$ cat config.mk
export PLATFORM = sky130hd
export DESIGN_NAME = pll_lock_detect
export DESIGN_NICKNAME = d
export VERILOG_FILES = /design/src/rtl/pll_lockdet_pkg.sv /design/src/rtl/lockdet_thresh.sv /design/src/rtl/lockdet_gap_meter.sv /design/src/rtl/lockdet_run_ctrl.sv /design/src/rtl/pll_lock_detect.sv
export SDC_FILE = /design/constraint.sdc
export NUM_CORES = 1
export LEC_CHECK = 0
export BUFFER_PORTS_ARGS = -buffer_cell sky130_fd_sc_hd__buf_2
export CAP_MARGIN = 20
export CELL_PAD_IN_SITES_DETAIL_PLACEMENT = 0
export CELL_PAD_IN_SITES_GLOBAL_PLACEMENT = 1
export CORE_ASPECT_RATIO = 1.4
export CORE_MARGIN = 4
export CORE_UTILIZATION = 35
export CTS_CLUSTER_SIZE = 12
export DETAILED_ROUTE_END_ITERATION = 12
export GPL_TIMING_DRIVEN = 0
export PLACE_DENSITY_LB_ADDON = 0.05
export SYNTH_ARGS = -nofsm -noshare
export SYNTH_HDL_FRONTEND = slang
export SYNTH_SLANG_ARGS = --single-unit
$ cat constraint.sdc
create_clock -name clk -period 2.9 [get_ports clk]
set_input_delay 0.58 -clock clk [delete_from_list [all_inputs] [get_ports clk]]
set_output_delay 0.58 -clock clk [all_outputs]
set_load 0.02 [all_outputs]
$ cat src/rtl/pll_lockdet_pkg.sv
package pll_lockdet_pkg;

    localparam int unsigned LD_GAP_W = 8;
    localparam int unsigned LD_RUN_W = 8;

    typedef struct packed {
        logic                valid;
        logic                fail;
        logic [LD_GAP_W-1:0] gap;
    } meas_t;

    typedef struct packed {
        logic                open;
        logic                fb_first;
        logic [LD_GAP_W-1:0] cnt;
    } meter_st_t;

    typedef struct packed {
        logic                locked;
        logic [LD_RUN_W-1:0] run;
    } run_st_t;

endpackage

$ cat src/rtl/lockdet_thresh.sv
module lockdet_thresh
    import pll_lockdet_pkg::*;
#(
    parameter int unsigned LO_LOCK   = 2,
    parameter int unsigned LO_UNLOCK = 4,
    parameter int unsigned HI_LOCK   = 4,
    parameter int unsigned HI_UNLOCK = 8,
    parameter int unsigned RUN_LEN0  = 5,
    parameter int unsigned RUN_LEN1  = 16,
    parameter int unsigned RUN_LEN2  = 64,
    parameter int unsigned RUN_LEN3  = 255
) (
    input  logic                win_sel,
    input  logic [1:0]          run_sel,
    output logic [LD_GAP_W-1:0] lock_thr,
    output logic [LD_GAP_W-1:0] unlock_thr,
    output logic [LD_GAP_W-1:0] tmo_thr,
    output logic [LD_RUN_W-1:0] run_target
);
    localparam logic [LD_GAP_W-1:0] LO_L = LD_GAP_W'(LO_LOCK);
    localparam logic [LD_GAP_W-1:0] LO_U = LD_GAP_W'(LO_UNLOCK);
    localparam logic [LD_GAP_W-1:0] HI_L = LD_GAP_W'(HI_LOCK);
    localparam logic [LD_GAP_W-1:0] HI_U = LD_GAP_W'(HI_UNLOCK);
    localparam logic [LD_GAP_W-1:0] LO_T = LD_GAP_W'(2 * LO_UNLOCK);
    localparam logic [LD_GAP_W-1:0] HI_T = LD_GAP_W'(2 * HI_UNLOCK);

    always_comb begin
        lock_thr   = win_sel ? HI_L : LO_L;
        unlock_thr = win_sel ? HI_U : LO_U;
        tmo_thr    = win_sel ? HI_T : LO_T;
        unique case (run_sel)
            2'd0:    run_target = LD_RUN_W'(RUN_LEN0);
            2'd1:    run_target = LD_RUN_W'(RUN_LEN1);
            2'd2:    run_target = LD_RUN_W'(RUN_LEN2);
            default: run_target = LD_RUN_W'(RUN_LEN3);
        endcase
    end
endmodule

$ cat src/rtl/lockdet_gap_meter.sv
module lockdet_gap_meter
    import pll_lockdet_pkg::*;
(
    input  logic                clk,
    input  logic                rst_n,
    input  logic                ref_edge,
    input  logic                fb_edge,
    input  logic                det_off,
    input  logic [LD_GAP_W-1:0] tmo_thr,
    output meas_t               meas
);
    meter_st_t st_d, st_q;
    logic partner, again;

    always_comb begin
        st_d    = st_q;
        meas    = '0;
        partner = st_q.fb_first ? ref_edge : fb_edge;
        again   = st_q.fb_first ? fb_edge : ref_edge;
        if (det_off) begin
            st_d = '0;
        end else if (!st_q.open) begin
            if (ref_edge && fb_edge) begin
                meas.valid = 1'b1;
                meas.gap   = '0;
            end else if (ref_edge || fb_edge) begin
                st_d.open     = 1'b1;
                st_d.fb_first = fb_edge;
                st_d.cnt      = LD_GAP_W'(1);
            end
        end else if (partner) begin
            meas.valid = 1'b1;
            meas.gap   = st_q.cnt;
            st_d       = '0;
        end else if (again) begin
            meas.valid = 1'b1;
            meas.fail  = 1'b1;
            meas.gap   = st_q.cnt;
            st_d.cnt   = LD_GAP_W'(1);
        end else if (st_q.cnt >= tmo_thr) begin
            meas.valid = 1'b1;
            meas.fail  = 1'b1;
            meas.gap   = st_q.cnt;
            st_d       = '0;
        end else begin
            st_d.cnt = st_q.cnt + LD_GAP_W'(1);
        end
    end

    always_ff @(posedge clk or negedge rst_n) begin
        if (!rst_n) st_q <= '0;
        else        st_q <= st_d;
    end
endmodule

$ cat src/rtl/lockdet_run_ctrl.sv
module lockdet_run_ctrl
    import pll_lockdet_pkg::*;
(
    input  logic                clk,
    input  logic                rst_n,
    input  logic                det_off,
    input  meas_t               meas,
    input  logic [LD_GAP_W-1:0] lock_thr,
    input  logic [LD_GAP_W-1:0] unlock_thr,
    input  logic [LD_RUN_W-1:0] run_target,
    output logic                locked
);
    run_st_t st_d, st_q;
    logic good, bad;
    logic [LD_RUN_W:0] run_next;

    always_comb begin
        st_d     = st_q;
        good     = meas.valid && !meas.fail && (meas.gap < lock_thr);
        bad      = meas.valid && (meas.fail || (meas.gap > unlock_thr));
        run_next = {1'b0, st_q.run} + 1'b1;
        if (det_off) begin
            st_d = '0;
        end else if (!st_q.locked) begin
            if (good) begin
                if (run_next >= {1'b0, run_target}) begin
                    st_d.locked = 1'b1;
                    st_d.run    = '0;
                end else begin
                    st_d.run = run_next[LD_RUN_W-1:0];
                end
            end else if (meas.valid) begin
                st_d.run = '0;
            end
        end else if (bad) begin
            st_d = '0;
        end
    end

    always_ff @(posedge clk or negedge rst_n) begin
        if (!rst_n) st_q <= '0;
        else        st_q <= st_d;
    end

    assign locked = st_q.locked;
endmodule

$ cat src/rtl/pll_lock_detect.sv
module pll_lock_detect
    import pll_lockdet_pkg::*;
#(
    parameter int unsigned LO_LOCK   = 2,
    parameter int unsigned LO_UNLOCK = 4,
    parameter int unsigned HI_LOCK   = 4,
    parameter int unsigned HI_UNLOCK = 8,
    parameter int unsigned RUN_LEN0  = 5,
    parameter int unsigned RUN_LEN1  = 16,
    parameter int unsigned RUN_LEN2  = 64,
    parameter int unsigned RUN_LEN3  = 255
) (
    input  logic       clk,
    input  logic       rst_n,
    input  logic       ref_edge,
    input  logic       fb_edge,
    input  logic       win_sel,
    input  logic [1:0] run_sel,
    input  logic       det_off,
    output logic       locked
);
    logic [LD_GAP_W-1:0] lock_thr, unlock_thr, tmo_thr;
    logic [LD_RUN_W-1:0] run_target;
    meas_t               meas;

    lockdet_thresh #(
        .LO_LOCK(LO_LOCK), .LO_UNLOCK(LO_UNLOCK),
        .HI_LOCK(HI_LOCK), .HI_UNLOCK(HI_UNLOCK),
        .RUN_LEN0(RUN_LEN0), .RUN_LEN1(RUN_LEN1),
        .RUN_LEN2(RUN_LEN2), .RUN_LEN3(RUN_LEN3)
    ) u_thresh (
        .win_sel(win_sel), .run_sel(run_sel),
        .lock_thr(lock_thr), .unlock_thr(unlock_thr),
        .tmo_thr(tmo_thr), .run_target(run_target)
    );

    lockdet_gap_meter u_meter (
        .clk(clk), .rst_n(rst_n), .ref_edge(ref_edge), .fb_edge(fb_edge),
        .det_off(det_off), .tmo_thr(tmo_thr), .meas(meas)
    );

    lockdet_run_ctrl u_run (
        .clk(clk), .rst_n(rst_n), .det_off(det_off), .meas(meas),
        .lock_thr(lock_thr), .unlock_thr(unlock_thr),
        .run_target(run_target), .locked(locked)
    );
endmodule

==> impl_metrics.ini <==
[floorplanning]
ios = 9
start_util = 0.3659
fp.dieH_um = 87.41
core_mm2 = 0.004309
die_area_mm2 = 0.005657
die_x_um = 64.72
rows = 28

[timing]
setup_viol = 0
hold_ws_ns = 0.2494
relSlewSlack = 0.7093
hold_viol = 0
finClkSkew_ns = 0.002641
grt_setup_unrepaired = true
max_clock_freq_mhz = 353.2
fin_tns_setup_ns = 0
maxSlewViolCount = 0
finalCriticalPeriod_ns = 2.831
finalCritPeriodShare = 0.9762
worstMarginPinSlew_ns = 0.4360

[clock_tree]
cts_num_sinks = 19
hold_buffers = 0
clock-root-buffer = clkbuf_8
cts.clk_slew.worst_paths_ns = 0.07
cts_buffers = 3
clock_latency_ns = 0.26
htree_num_levels = 1
cts_buffer_depth = 2
cts_tree = done

[route]
ant_nets = 0
drc_errors = 0
drt_pre_antenna_iters = 4
routed_via_density = 5.265
route.met3.wl_um = 101
wl_per_cell_um = 14.35
top_layer = met4
wl_met2_um = 1984
drt_iter0_markers = 56
drt_wl_total_um = 3572
wl_met1_um = 1411
num_vias = 1311

[setup_path]
path_common_cell = ha_4
r2r_start = u_meter.st_q[4]$_DFFE_PN0P_
path_cells = buf_6 > clkinvlp_4 > ha_4 > or2b_1 > and4_4 > nand2_4 > and3_4 > ha_4 > nor2b_4 > o22ai_2 > a21o_1 > nand4_1 > a31oi_4 > mux2_4
worst_setup_path_start_kind = primary input
cpPeakStageDelay_ns = 0.29
cp_num_buf_inv = 2
cp_top_family = simple AND/OR/NAND/NOR gates
cp-startpoint = win_sel
critPathSlowestCell = mux2_4
required_ns = 3.05
critical_path_class = in -> reg
worst-path-max-fanout = 8
end_kind = flop
critPathArrivalTime_ns = 2.98

[placed_design]
place.gp.congestion = 0.7683
io_buffers = 7
dp_hpwl_um = 2743

[finish]
drive_above_1_share = 0.2698
area.growth.synth_to_final_pct = 19.84
finalNetCount = 220
fin_util = 0.4384
antenna_cells = 0

[yosys]
synth_fp_nets = 201
synthesis.area_mm2 = 0.001577
syn_area_per_cell_um2 = 9.219
synth_edf_count = 0
ys_ff_latch = 19
ys.flop_type = dfrtp_1
yosys_warnings = 0
syn_inst = 171
ys_seq_area_frac = 0.3016
yosys.cell_types.count = 47
async_flop_share = 1.000

[grt]
grt_pass1_vias = 1284
grt_overflow = 0
antenna_found_initial = 0
grt_pass1_wl_um = 5775
grt_usage = 0.1307
grt_max_degree = 20

[pwr]
power.density_mw_per_mm2 = 314.4
leakagePower_nw = 0.8963
ir_drop_uv = 230.1

[outcome]
status = completed

[run]
maxCapViolCount = 0

[worst_hold_path]
hp-class = in -> async
-- logic make-up after synthesis --
logic type | after synthesis | synth area share
adders and majority gates | 22 | 0.1746
buffers and inverters | 14 | 0.03888
AOI/OAI and AO/OA | 43 | 0.2167
and+or+nand+nor | 67 | 0.2318
xor gates and xnor gates | 3 | 0.01667
DFF | 19 | 0.3016
muxes | 3 | 0.01984
-- cell type report --
class	count	area, um^2
clock buffers	3	41.29
inverters	12	48.80
repair buffers	14	93.84
fillers	428	2420
flip-flops and latches	19	478.0
multi-input cells	138	1131
clock inverters	1	5.005
plain buffers	2	16.27
well taps	60	75.07
-- cells in the mapped netlist, drive strengths merged (3+ instances only) --
master,instances,area share
a21o,3,0.014
a31oi,3,0.025
nand2,13,0.031
nor2,14,0.035
nand3,11,0.035
and2,5,0.020
or2,3,0.012
dfrtp,19,0.30
o21ai,14,0.044
a21oi,4,0.013
inv,12,0.029
nor2b,5,0.020
a22o,5,0.028
nor3,3,0.017
and4,3,0.018
ha,22,0.17
-- cells in the final DEF, fill, tap and decap left out, drive strengths merged, types with 2 or more instances in the layout --
| cell type | instances |
|---|---|
| a21bo | 2 |
| nand3 | 11 |
| and2 | 5 |
| nor2 | 14 |
| a31oi | 3 |
| nand4 | 2 |
| nand2b | 2 |
| clkbuf | 4 |
| o21ai | 14 |
| a22o | 5 |
| or2 | 3 |
| a21oi | 4 |
| nor3 | 3 |
| and4 | 3 |
| mux2i | 2 |
| dfrtp | 19 |
| buf | 15 |
| xnor2 | 2 |
| inv | 11 |
| a21o | 3 |
| nand2 | 13 |
| nor2b | 5 |
| and3 | 2 |
| ha | 22 |
-- power breakdown --
group / total [W] / switching [W] / internal, W
Sequential: 0.000277 / 0.00000685 / 0.000270
Clock: 0.000188 / 0.0000921 / 0.0000957
Combinational: 0.000129 / 0.0000734 / 0.0000558
-- worst paths after layout --
path / end / cells after the start / slack (ns)
min: u_meter.st_q[0]$_DFFE_PN0P_ / 1 / 0.25
min in group clk: u_meter.st_q[9]$_DFF_PN0_ / 2 / 0.54
min reg2reg: u_run.st_q[7]$_DFFE_PN0P_ / 1 / 0.54
max in group asynchronous: u_meter.st_q[3]$_DFFE_PN0P_ / 1 / 2.32
max reg2reg: u_run.st_q[0]$_DFFE_PN0P_ / 12 / 0.12
max: u_run.st_q[0]$_DFFE_PN0P_ / 14 / 0.07
-- metal layers --
metal,vias up,track usage
met5,-,0
met4,0,0.04615
met3,7,0.01163
met2,25,0.2598
met1,624,0.1396
li1,655,-
-- state kept, by name (all words and copies together) (netlist names) --
name          count
u_meter.st_q     10
u_run.locked      1
u_run.st_q        8
-- repair_timing --
item | CTS | global route
cloned | 0 | 0
setup endpoints to repair | 8 | 8
setup buffers | 2 | 4
gates resized for setup | 2 | 11
pin swaps | 1 | 9
-- through the flow --
step           total power, W  cell area (um^2)  instances  setup slack, ns
2_1_floorplan       0.0003626              1618        171         0.007756
3_3_place_gp        0.0003958              1728        238          -0.3615
3_5_place_dp        0.0003987              1728        238          -0.3811
4_1_cts             0.0005933              1790        244          0.01656
5_1_grt             0.0006280              1889        249         -0.03457
6_report            0.0005940              1889        249          0.06893
Note: power is estimated with default switching activity, not from simulation.
